--- config.mk ---
export PLATFORM = sky130hd
export DESIGN_NAME = cfg_hdr_walker
export DESIGN_NICKNAME = d
export VERILOG_FILES = /design/src/rtl/cfg_hdr_pkg.sv /design/src/rtl/hdr_lane_filter.sv /design/src/rtl/hdr_preamble_cmp.sv /design/src/rtl/hdr_section_walker.sv /design/src/rtl/cfg_hdr_walker.sv
export SDC_FILE = /design/constraint.sdc
export NUM_CORES = 1
export LEC_CHECK = 0
export BUFFER_PORTS_ARGS = -buffer_cell sky130_fd_sc_hd__buf_4
export CORE_ASPECT_RATIO = 0.6
export CORE_MARGIN = 2
export CORE_UTILIZATION = 35
export CTS_BUF_LIST = sky130_fd_sc_hd__clkbuf_16
export CTS_CLUSTER_DIAMETER = 200
export DETAILED_ROUTE_END_ITERATION = 10
export PLACE_DENSITY = 0.6
export SYNTH_ARGS = -nofsm -noshare
export SYNTH_HDL_FRONTEND = slang
export SYNTH_SLANG_ARGS = --single-unit
--- constraint.sdc ---
create_clock -name clk -period 4.45 [get_ports clk]
set_clock_uncertainty 0.2 [all_clocks]
set_input_delay 0.445 -clock clk [delete_from_list [all_inputs] [get_ports clk]]
set_output_delay 0.445 -clock clk [all_outputs]
set_load 0.01 [all_outputs]
--- src/rtl/cfg_hdr_pkg.sv ---
package cfg_hdr_pkg;

  typedef enum logic [2:0] {
    W_IDLE,
    W_PRE,
    W_TAG,
    W_LEN,
    W_SKIP,
    W_DONE
  } walk_st_t;

  localparam int          PRE_LEN  = 13;
  localparam int          PIDX_W   = 4;
  localparam logic [7:0]  TAG_LO   = 8'h61;
  localparam logic [7:0]  TAG_HI   = 8'h65;
  localparam logic [7:0]  TAG_WIDE = 8'h65;

  // Expected value of preamble byte number idx
  function automatic logic [7:0] pre_byte(input logic [PIDX_W-1:0] idx);
    logic [7:0] b;
    case (idx)
      4'd0:    b = 8'h00;
      4'd1:    b = 8'h09;
      4'd10:   b = 8'h00;
      4'd11:   b = 8'h00;
      4'd12:   b = 8'h01;
      default: b = idx[0] ? 8'hF0 : 8'h0F;
    endcase
    return b;
  endfunction

endpackage

--- src/rtl/hdr_lane_filter.sv ---
module hdr_lane_filter #(
  parameter int CHUNK = 288,
  parameter int N_IMG = 2,
  localparam int SEL_W = (N_IMG > 1) ? $clog2(N_IMG) : 1,
  localparam int OFF_W = (CHUNK > 1) ? $clog2(CHUNK) : 1
) (
  input  logic             clk,
  input  logic             rst,
  input  logic             restart,
  input  logic [SEL_W-1:0] sel,
  input  logic             take,
  output logic             lane_hit
);

  localparam logic [OFF_W-1:0] OFF_LAST  = OFF_W'(CHUNK - 1);
  localparam logic [SEL_W-1:0] LANE_LAST = SEL_W'(N_IMG - 1);

  logic [OFF_W-1:0] off_q;
  logic [SEL_W-1:0] lane_q;
  logic [SEL_W-1:0] sel_q;

  always_ff @(posedge clk) begin
    if (rst) begin
      off_q  <= '0;
      lane_q <= '0;
      sel_q  <= '0;
    end else if (restart) begin
      off_q  <= '0;
      lane_q <= '0;
      sel_q  <= sel;
    end else if (take) begin
      if (off_q == OFF_LAST) begin
        off_q  <= '0;
        lane_q <= (lane_q == LANE_LAST) ? '0 : lane_q + 1'b1;
      end else begin
        off_q <= off_q + 1'b1;
      end
    end
  end

  assign lane_hit = (lane_q == sel_q);

endmodule

--- src/rtl/hdr_preamble_cmp.sv ---
module hdr_preamble_cmp
  import cfg_hdr_pkg::*;
(
  input  logic [PIDX_W-1:0] idx,
  input  logic [7:0]        data,
  output logic              hit,
  output logic              last
);

  assign hit  = (data == pre_byte(idx));
  assign last = (idx == PIDX_W'(PRE_LEN - 1));

endmodule

--- src/rtl/hdr_section_walker.sv ---
module hdr_section_walker
  import cfg_hdr_pkg::*;
#(
  parameter int LIMIT = 100,
  parameter int LEN_W = 32,
  localparam int CNT_W = $clog2(LIMIT + 8)
) (
  input  logic             clk,
  input  logic             rst,
  input  logic             start,
  input  logic [7:0]       want_tag,
  input  logic             kv,
  input  logic [7:0]       kbyte,
  output logic             want_byte,
  output logic             busy,
  output logic             done_o,
  output logic             found_o,
  output logic             err_o,
  output logic [LEN_W-1:0] len_o
);

  localparam logic [CNT_W-1:0] LIM_C = CNT_W'(LIMIT);

  walk_st_t          st_q;
  logic [PIDX_W-1:0] pidx_q;
  logic [7:0]        want_q;
  logic [7:0]        tag_q;
  logic [LEN_W-1:0]  acc_q;
  logic [2:0]        nlen_q;
  logic [LEN_W-1:0]  rem_q;
  logic [CNT_W-1:0]  cnt_q;

  logic              pre_hit, pre_last;
  logic [LEN_W-1:0]  acc_nxt;
  logic              under_lim;
  logic              tag_ok;
  logic              too_long;

  hdr_preamble_cmp u_pre (
    .idx  (pidx_q),
    .data (kbyte),
    .hit  (pre_hit),
    .last (pre_last)
  );

  assign acc_nxt   = {acc_q[LEN_W-9:0], kbyte};
  assign under_lim = (cnt_q < LIM_C);
  assign tag_ok    = (kbyte >= TAG_LO) && (kbyte <= TAG_HI);
  assign too_long  = (tag_q != TAG_WIDE) && (|acc_nxt[LEN_W-1:8]);

  always_comb begin
    case (st_q)
      W_PRE, W_LEN:   want_byte = 1'b1;
      W_TAG, W_SKIP:  want_byte = under_lim;
      default:        want_byte = 1'b0;
    endcase
  end

  assign busy = (st_q == W_PRE) || (st_q == W_TAG) ||
                (st_q == W_LEN) || (st_q == W_SKIP);

  always_ff @(posedge clk) begin
    if (rst) begin
      st_q    <= W_IDLE;
      pidx_q  <= '0;
      want_q  <= '0;
      tag_q   <= '0;
      acc_q   <= '0;
      nlen_q  <= '0;
      rem_q   <= '0;
      cnt_q   <= '0;
      done_o  <= 1'b0;
      found_o <= 1'b0;
      err_o   <= 1'b0;
      len_o   <= '0;
    end else if (start) begin
      st_q    <= W_PRE;
      pidx_q  <= '0;
      want_q  <= want_tag;
      cnt_q   <= '0;
      done_o  <= 1'b0;
      found_o <= 1'b0;
      err_o   <= 1'b0;
      len_o   <= '0;
    end else begin
      case (st_q)
        W_PRE: if (kv) begin
          if (!pre_hit) begin
            st_q   <= W_DONE;
            done_o <= 1'b1;
            err_o  <= 1'b1;
          end else if (pre_last) begin
            st_q <= W_TAG;
          end else begin
            pidx_q <= pidx_q + 1'b1;
          end
        end
        W_TAG: begin
          if (!under_lim) begin
            st_q   <= W_DONE;
            done_o <= 1'b1;
          end else if (kv) begin
            cnt_q <= cnt_q + 1'b1;
            if (!tag_ok) begin
              st_q   <= W_DONE;
              done_o <= 1'b1;
            end else begin
              st_q   <= W_LEN;
              tag_q  <= kbyte;
              acc_q  <= '0;
              nlen_q <= (kbyte == TAG_WIDE) ? 3'd4 : 3'd2;
            end
          end
        end
        W_LEN: if (kv) begin
          cnt_q <= cnt_q + 1'b1;
          acc_q <= acc_nxt;
          if (nlen_q == 3'd1) begin
            if (too_long) begin
              st_q   <= W_DONE;
              done_o <= 1'b1;
              err_o  <= 1'b1;
            end else if (tag_q == want_q) begin
              st_q    <= W_DONE;
              done_o  <= 1'b1;
              found_o <= 1'b1;
              len_o   <= acc_nxt;
            end else if (acc_nxt == '0) begin
              st_q <= W_TAG;
            end else begin
              st_q  <= W_SKIP;
              rem_q <= acc_nxt;
            end
          end else begin
            nlen_q <= nlen_q - 1'b1;
          end
        end
        W_SKIP: begin
          if (!under_lim) begin
            st_q   <= W_DONE;
            done_o <= 1'b1;
          end else if (kv) begin
            cnt_q <= cnt_q + 1'b1;
            rem_q <= rem_q - 1'b1;
            if (rem_q == LEN_W'(1)) st_q <= W_TAG;
          end
        end
        default: ;
      endcase
    end
  end

endmodule

--- src/rtl/cfg_hdr_walker.sv ---
module cfg_hdr_walker #(
  parameter int CHUNK = 288,
  parameter int N_IMG = 2,
  parameter int LIMIT = 100,
  parameter int LEN_W = 32,
  localparam int SEL_W = (N_IMG > 1) ? $clog2(N_IMG) : 1
) (
  input  logic             clk,
  input  logic             rst,
  input  logic             start,
  input  logic [SEL_W-1:0] img_sel,
  input  logic [7:0]       want_tag,
  input  logic [7:0]       in_data,
  input  logic             in_valid,
  output logic             in_ready,
  output logic             done,
  output logic             found,
  output logic             err,
  output logic [LEN_W-1:0] sec_len
);

  logic lane_hit;
  logic want_byte;
  logic busy;
  logic take;
  logic kv;

  assign in_ready = busy && !start && (!lane_hit || want_byte);
  assign take     = in_valid && in_ready;
  assign kv       = take && lane_hit;

  hdr_lane_filter #(
    .CHUNK (CHUNK),
    .N_IMG (N_IMG)
  ) u_lane (
    .clk      (clk),
    .rst      (rst),
    .restart  (start),
    .sel      (img_sel),
    .take     (take),
    .lane_hit (lane_hit)
  );

  hdr_section_walker #(
    .LIMIT (LIMIT),
    .LEN_W (LEN_W)
  ) u_walk (
    .clk       (clk),
    .rst       (rst),
    .start     (start),
    .want_tag  (want_tag),
    .kv        (kv),
    .kbyte     (in_data),
    .want_byte (want_byte),
    .busy      (busy),
    .done_o    (done),
    .found_o   (found),
    .err_o     (err),
    .len_o     (sec_len)
  );

endmodule

==> results.ini, run 1 <==
[outcome]
status=finished, final reports clean

[cts]
clock_path_buffers=2
hold_buffers=0
numCtsBuffers=17
cts_root_buffer=clkbuf_16
insertion_delay_ns=0.43
tritoncts_num_sinks=135
cts-htree-levels=4
cts_setup_buffers=0
cts_tree=built
cts.clk_slew.worst_paths_ns=0.07
ctsResizeCount=0

[logic_synthesis]
yosysSeqAreaShare_pct=41.4
synthTopCellsByCount=170 x nand2_1, 135 x dfxtp_1, 108 x a21oi_1
synth_ff_type=dfxtp_1
synth.net_count=890
async_flop_share_pct=0
synthesis.area_um2=6530
yosys.cell_count.top_type=nand2_1
ys_top_cells_by_area=dfxtp_1 41%, nand2_1 9.8%, a21oi_1 8.3%, nor2_1 5.3%, o21ai_0 3.3%
synth_cell_types=62
yosysTopAreaCell=dfxtp_1
synth_top_area_share_pct=41.4
syn_avg_cell_area_um2=7.60
yosysWarnings=0
synth_edf_count=0
syn_inst=859
synth-seq-cells=135

[critical_path]
crit_family=simple AND/OR/NAND/NOR gates
critPathKind=reg -> reg
cp.required_ns=4.60
crit_chain=o311ai_0, nor2_1, nor2_1, nand2_1, nor3_4, buf_4, nand2_1, a21oi_1
worstSetupEndpointType=flop
cpMaxStageDelayCell=nor3_4
critPathLaunchType=flop
path_max_fanout=22
max_stage_delay_ns=0.73
worstPathArrival_ns=3.42
crit_buf_inv=1

[grt]
grt_pass1_vias=5417
grt_max_degree=64
grt_first_pass_wirelength_um=30400
grtUsageTotal_pct=19.4
globalRoute.totalOverflow=0
antenna_found_initial=0

[routing]
wl_per_cell_um=16.4
viasPerCell=5.40
drt_iter0_drc=611
post-route-drc-count=0
wl_um=18800
drtAntennaViolNets=0
dr.pass1.iters=7
via_count=6185

[power]
combPwrFrac_pct=3.6
power_mw=2.67
sequentialPowerShare_pct=45.7
power.internal_mw=1.98
pwr_density_cell_nw_per_um2=347
peakVddDrop_uv=229
power_switching_mw=0.689
swShare_pct=25.8
clkPwrFrac_pct=50.6
p_leak_nw=2.79

[timing]
finalHoldViolations=0
fin_crit_ns=3.26
period_share_pct=73.3
worst_pin_slew_ns=0.995
slew_headroom_pct=33.7
grt_setup_unrepaired=false
fin_tns_setup_ns=0
max_freq_mhz=307
setup_viol=0
maxSlewViolCount=0

[finish]
area_growth_pct=17.9
drive_gt1_share_pct=12.6
nets=924
fillers=1927
antennaDiodeCount=0

[floorplan]
die_x_um=180
io-pin-count=57
floorplan.initialDensity_pct=35.9
chipHeight_um=110
core_area_um2=18200
die-area_um2=19800
std_cell_rows=38

[place]
place.gp.congestion=0.877
port_buffers=56
dp_hpwl_um=12700

[job]
cap_violations=0

[worst_hold_path]
hold_class=in -> reg

path summary, 6_finish.rpt:
kind                                  startpoint  slack, ns  cells after the start               end
worst max-delay path             u_walk.cnt_q[2]       1.19                      8  u_walk.rem_q[27]
worst min-delay path                 want_tag[5]       0.06                      3  u_walk.want_q[5]
worst max register to register   u_walk.cnt_q[2]       1.19                      8  u_walk.rem_q[27]
worst min register to register  u_walk.len_o[27]       0.25                      2  u_walk.len_o[27]
layout make-up:
cell class              instances  area [um2]  area share, %
inverters                      11        41.3          0.537
multi-input cells             661        3580           46.6
clock buffers                  17         425           5.53
flip-flops and latches        135        2700           35.1
well taps                     240         300           3.90
clock inverters                15         136           1.77
repair buffers                 67         503           6.54
worst register-to-register path, cell delays in order (launching register included):
cell      delay (ns)
dfxtp_1         0.35
o311ai_0        0.69
nor2_1          0.18
nor2_1          0.36
nand2_1         0.18
nor3_4          0.73
buf_4           0.31
nand2_1         0.06
a21oi_1         0.14
power groups by stage:
stage | Combinational [mW] | Clock [mW] | Sequential [mW]
finish | 0.0965 | 1.35 | 1.22
global route | 0.105 | 1.42 | 1.22
CTS | 0.0954 | 1.37 | 1.22
detailed placement | 0.0951 | 0 | 1.25
global placement | 0.0957 | 0 | 1.25
floorplan | 0.0591 | 0 | 1.24
sequential cells by signal, summed over array words and instances, names as in the netlist:
signal and flops:
u_lane.lane_q 1, u_lane.off_q 9, u_lane.sel_q 1, u_walk.acc_q 24, u_walk.cnt_q 7, u_walk.done_o 1, u_walk.err_o 1, u_walk.found_o 1
u_walk.len_o 32, u_walk.nlen_q 3, u_walk.pidx_q 4, u_walk.rem_q 32, u_walk.st_q 3, u_walk.tag_q 8, u_walk.want_q 8
cell usage in the layout (no fill, tap or decap), types with 8 or more instances in the layout:
| master | count |
|---|---|
| inv_1 | 11 |
| ha_1 | 10 |
| dfxtp_1 | 135 |
| a21oi_1 | 108 |
| nand2_1 | 169 |
| nor2_1 | 92 |
| nor4_1 | 13 |
| buf_4 | 67 |
| clkbuf_16 | 17 |
| nor3_1 | 13 |
| xor2_1 | 17 |
| o21ai_0 | 43 |
| a31oi_1 | 8 |
| nand3_1 | 41 |
| or3_1 | 10 |
| mux2i_1 | 13 |
kinds of logic (layout without fill, tap and decap cells):
| kind of cell | Yosys count | count (layout) | synth area share [%] |
|---|---|---|---|
| buf+inv | 63 | 110 | 3.91 |
| compound gates | 216 | 216 | 19.3 |
| fa+ha+maj | 10 | 10 | 1.92 |
| mux | 13 | 13 | 1.99 |
| simple gates | 398 | 398 | 28.2 |
| xor+xnor | 24 | 24 | 3.22 |
| flops | 135 | 135 | 41.4 |
per-layer routing:
| metal | vias up | wire [um] | global-route usage [%] |
|---|---|---|---|
| met5 | - | 0 | 0 |
| met2 | 211 | 6590 | 23.7 |
| met1 | 2882 | 10600 | 32.0 |
| met4 | 0 | 191 | 5.41 |
| met3 | 14 | 1430 | 4.50 |
| li1 | 3078 | - | - |
stage by stage:
step	util, %	hold WS (ns)	cells	instance area [um2]	setup slack, ns
global route	42.3	0.0557	1146	7690	0.849
global placement	39.2	0.240	1114	7130	1.37
finish	42.3	0.0566	1146	7690	1.19
floorplan	-	0.240	859	6530	1.79
CTS	42.3	0.0477	1146	7690	1.22
detailed placement	39.2	0.249	1114	7130	1.28
(Power assumes the default switching activity.)
==> inputs of run 2 (changes only) <==
PLACE_DENSITY = 0.61   (was 0.6)
clock period = 2.8 ns   (was 4.45 ns; I/O delays follow)
==> results.ini, run 2 (synthesis results as in run 1) <==
[timing]
fin_tns_setup_ns=0
worst_pin_slew_ns=0.648
finalHoldViolations=0
slew_headroom_pct=56.8
setup_ws_ns=0.0419
holdWs_ns=0.0294
period_share_pct=98.5
maxSlewViolCount=0
grt_setup_unrepaired=true
setup_viol=0
fin_crit_ns=2.76
max_freq_mhz=363

[critical_path]
worstPathArrival_ns=2.84
max_stage_delay_ns=0.53
crit_chain=or4b_1, or4_4, o21ai_2, a21oi_2, or3_1, buf_12, o21ai_0, a21oi_1
cpMaxStageDelayCell=or4_4
critPathLaunchType=flop
cp_num_cells=8
regToRegSetupSlack_ns=0.04
crit_end=u_walk.rem_q[12]
critPathKind=reg -> reg
crit-reg2reg-launch=u_walk.tag_q[1]
cp.required_ns=2.88
crit_family=simple AND/OR/NAND/NOR gates
crit_buf_inv=1
reg2reg_to=u_walk.rem_q[12]
crit_start=u_walk.tag_q[1]
r2r_cells=8
path_max_fanout=29
worstSetupEndpointType=flop

[power]
power_switching_mw=1.04
clkPwrFrac_pct=50.0
peakVddDrop_uv=371
power.internal_mw=3.23
sequentialPowerShare_pct=45.5
p_leak_nw=3.13
swShare_pct=24.3
combPwrFrac_pct=4.5
pwr_density_cell_nw_per_um2=516

[floorplan]
core_area_um2=18200
chipHeight_um=110
floorplan.initialDensity_pct=35.9
io-pin-count=57
std_cell_rows=38
die-area_um2=19800
die_x_um=180

[grt]
grt_util_met1_pct=32.4
grt_first_pass_wirelength_um=31600
antenna_found_initial=0
grt_max_degree=64
grtUsageTotal_pct=20.3
globalRoute.totalOverflow=0
top_usage_layer=met1
grt_pass1_vias=5778
grtUsageMet3_pct=4.57
grtUsageMet2_pct=26.0

[routing]
viasPerCell=5.36
post-route-drc-count=0
via_count=6469
wl_per_cell_um=16.3
wl_um=19700
drt_iter0_drc=746
dr.pass1.iters=5
drtAntennaViolNets=0

[finish]
nets=986
reg.largest.list=u_walk.len_o (32), u_walk.rem_q (32), u_walk.acc_q (24)
drive_gt1_share_pct=16.4
mostFrequentLayoutCells=169 x nand2_1, 134 x dfxtp_1, 108 x a21oi_1, 108 x buf_4, 92 x nor2_1
antennaDiodeCount=0
final_common_cell=nand2_1
area_growth_pct=26.7

[place]
place_ws_ns=0.0605
dp_hpwl_um=13400
place.gp.congestion=0.940
port_buffers=56

[cts]
numCtsBuffers=17
tritoncts_num_sinks=135
cts_root_buffer=clkbuf_16
insertion_delay_ns=0.43
cts-htree-levels=4
cts_tree=built
cts.clk_slew.worst_paths_ns=0.06
clock_path_buffers=2

[outcome]
status=finished, final reports clean

[worst_hold_path]
hold_class=in -> reg

[job]
cap_violations=0

## run 2: changes by cell type in the layout (fill, tap and decap cells not counted), moves of 3 or more
cell | previous run | this run
buf_12 | 0 | 5
buf_4 | 67 | 108
clkinvlp_4 | 5 | 2
dlygate4sd3_1 | 0 | 15
o21ai_0 | 43 | 39
o21ai_1 | 6 | 10
## run 2: per-stage QoR
step	power, mW	std cells	util (%)	cell area (um2)
finish	4.27	1207	45.5	8270
global route	4.40	1207	45.5	8270
CTS	4.29	1204	45.3	8220
detailed placement	2.15	1158	41.4	7520
global placement	2.15	1158	41.4	7520
floorplan	2.07	859	-	6530
## run 2: area by class of cell
class / count / area [um2]
well taps: 240 / 300
clock inverters: 14 / 125
inverters: 11 / 41.3
repair buffers: 129 / 1090
clock buffers: 17 / 425
flip-flops and latches: 135 / 2700
fillers: 1830 / 9890
multi-input cells: 661 / 3590
## run 2: repair_timing
action / CTS / global route
hold endpoints to repair: 20 / 0
hold buffers: 15 / 0
resized for setup: 0 / 6
buffers inserted: 0 / 2
setup endpoints to repair: 0 / 26
## run 2: layer usage
metal,routed length [um],vias to the layer above
li1,-,3213
met3,1620,14
met1,10800,2972
met2,7090,270
met5,0,-
met4,182,0
## run 2: worst reg2reg max path: stages, from the launching register on
cell     delay [ns]
dfxtp_1        0.30
or4b_1         0.50
or4_4          0.53
o21ai_2        0.11
a21oi_2        0.08
or3_1          0.42
buf_12         0.19
o21ai_0        0.20
a21oi_1        0.08
## run 2: power groups by stage
| stage | Combinational (mW) | Sequential (mW) | Clock, mW |
|---|---|---|---|
| 2_1_floorplan | 0.0939 | 1.98 | 0 |
| 3_3_place_gp | 0.173 | 1.98 | 0 |
| 3_5_place_dp | 0.173 | 1.98 | 0 |
| 4_1_cts | 0.191 | 1.94 | 2.16 |
| 5_1_grt | 0.209 | 1.94 | 2.25 |
| 6_report | 0.193 | 1.94 | 2.13 |
## run 2: how the worst min path moves through the flow
stage | endpoint | start | depth (start not counted)
floorplan | u_walk.len_o[1] | in_data[1] | 2
global placement | u_walk.len_o[10] | u_walk.len_o[10] | 2
detailed placement | u_walk.len_o[10] | u_walk.len_o[10] | 2
CTS | u_walk.want_q[1] | rst | 2
global route | u_walk.want_q[1] | rst | 2
finish | u_walk.want_q[1] | rst | 2
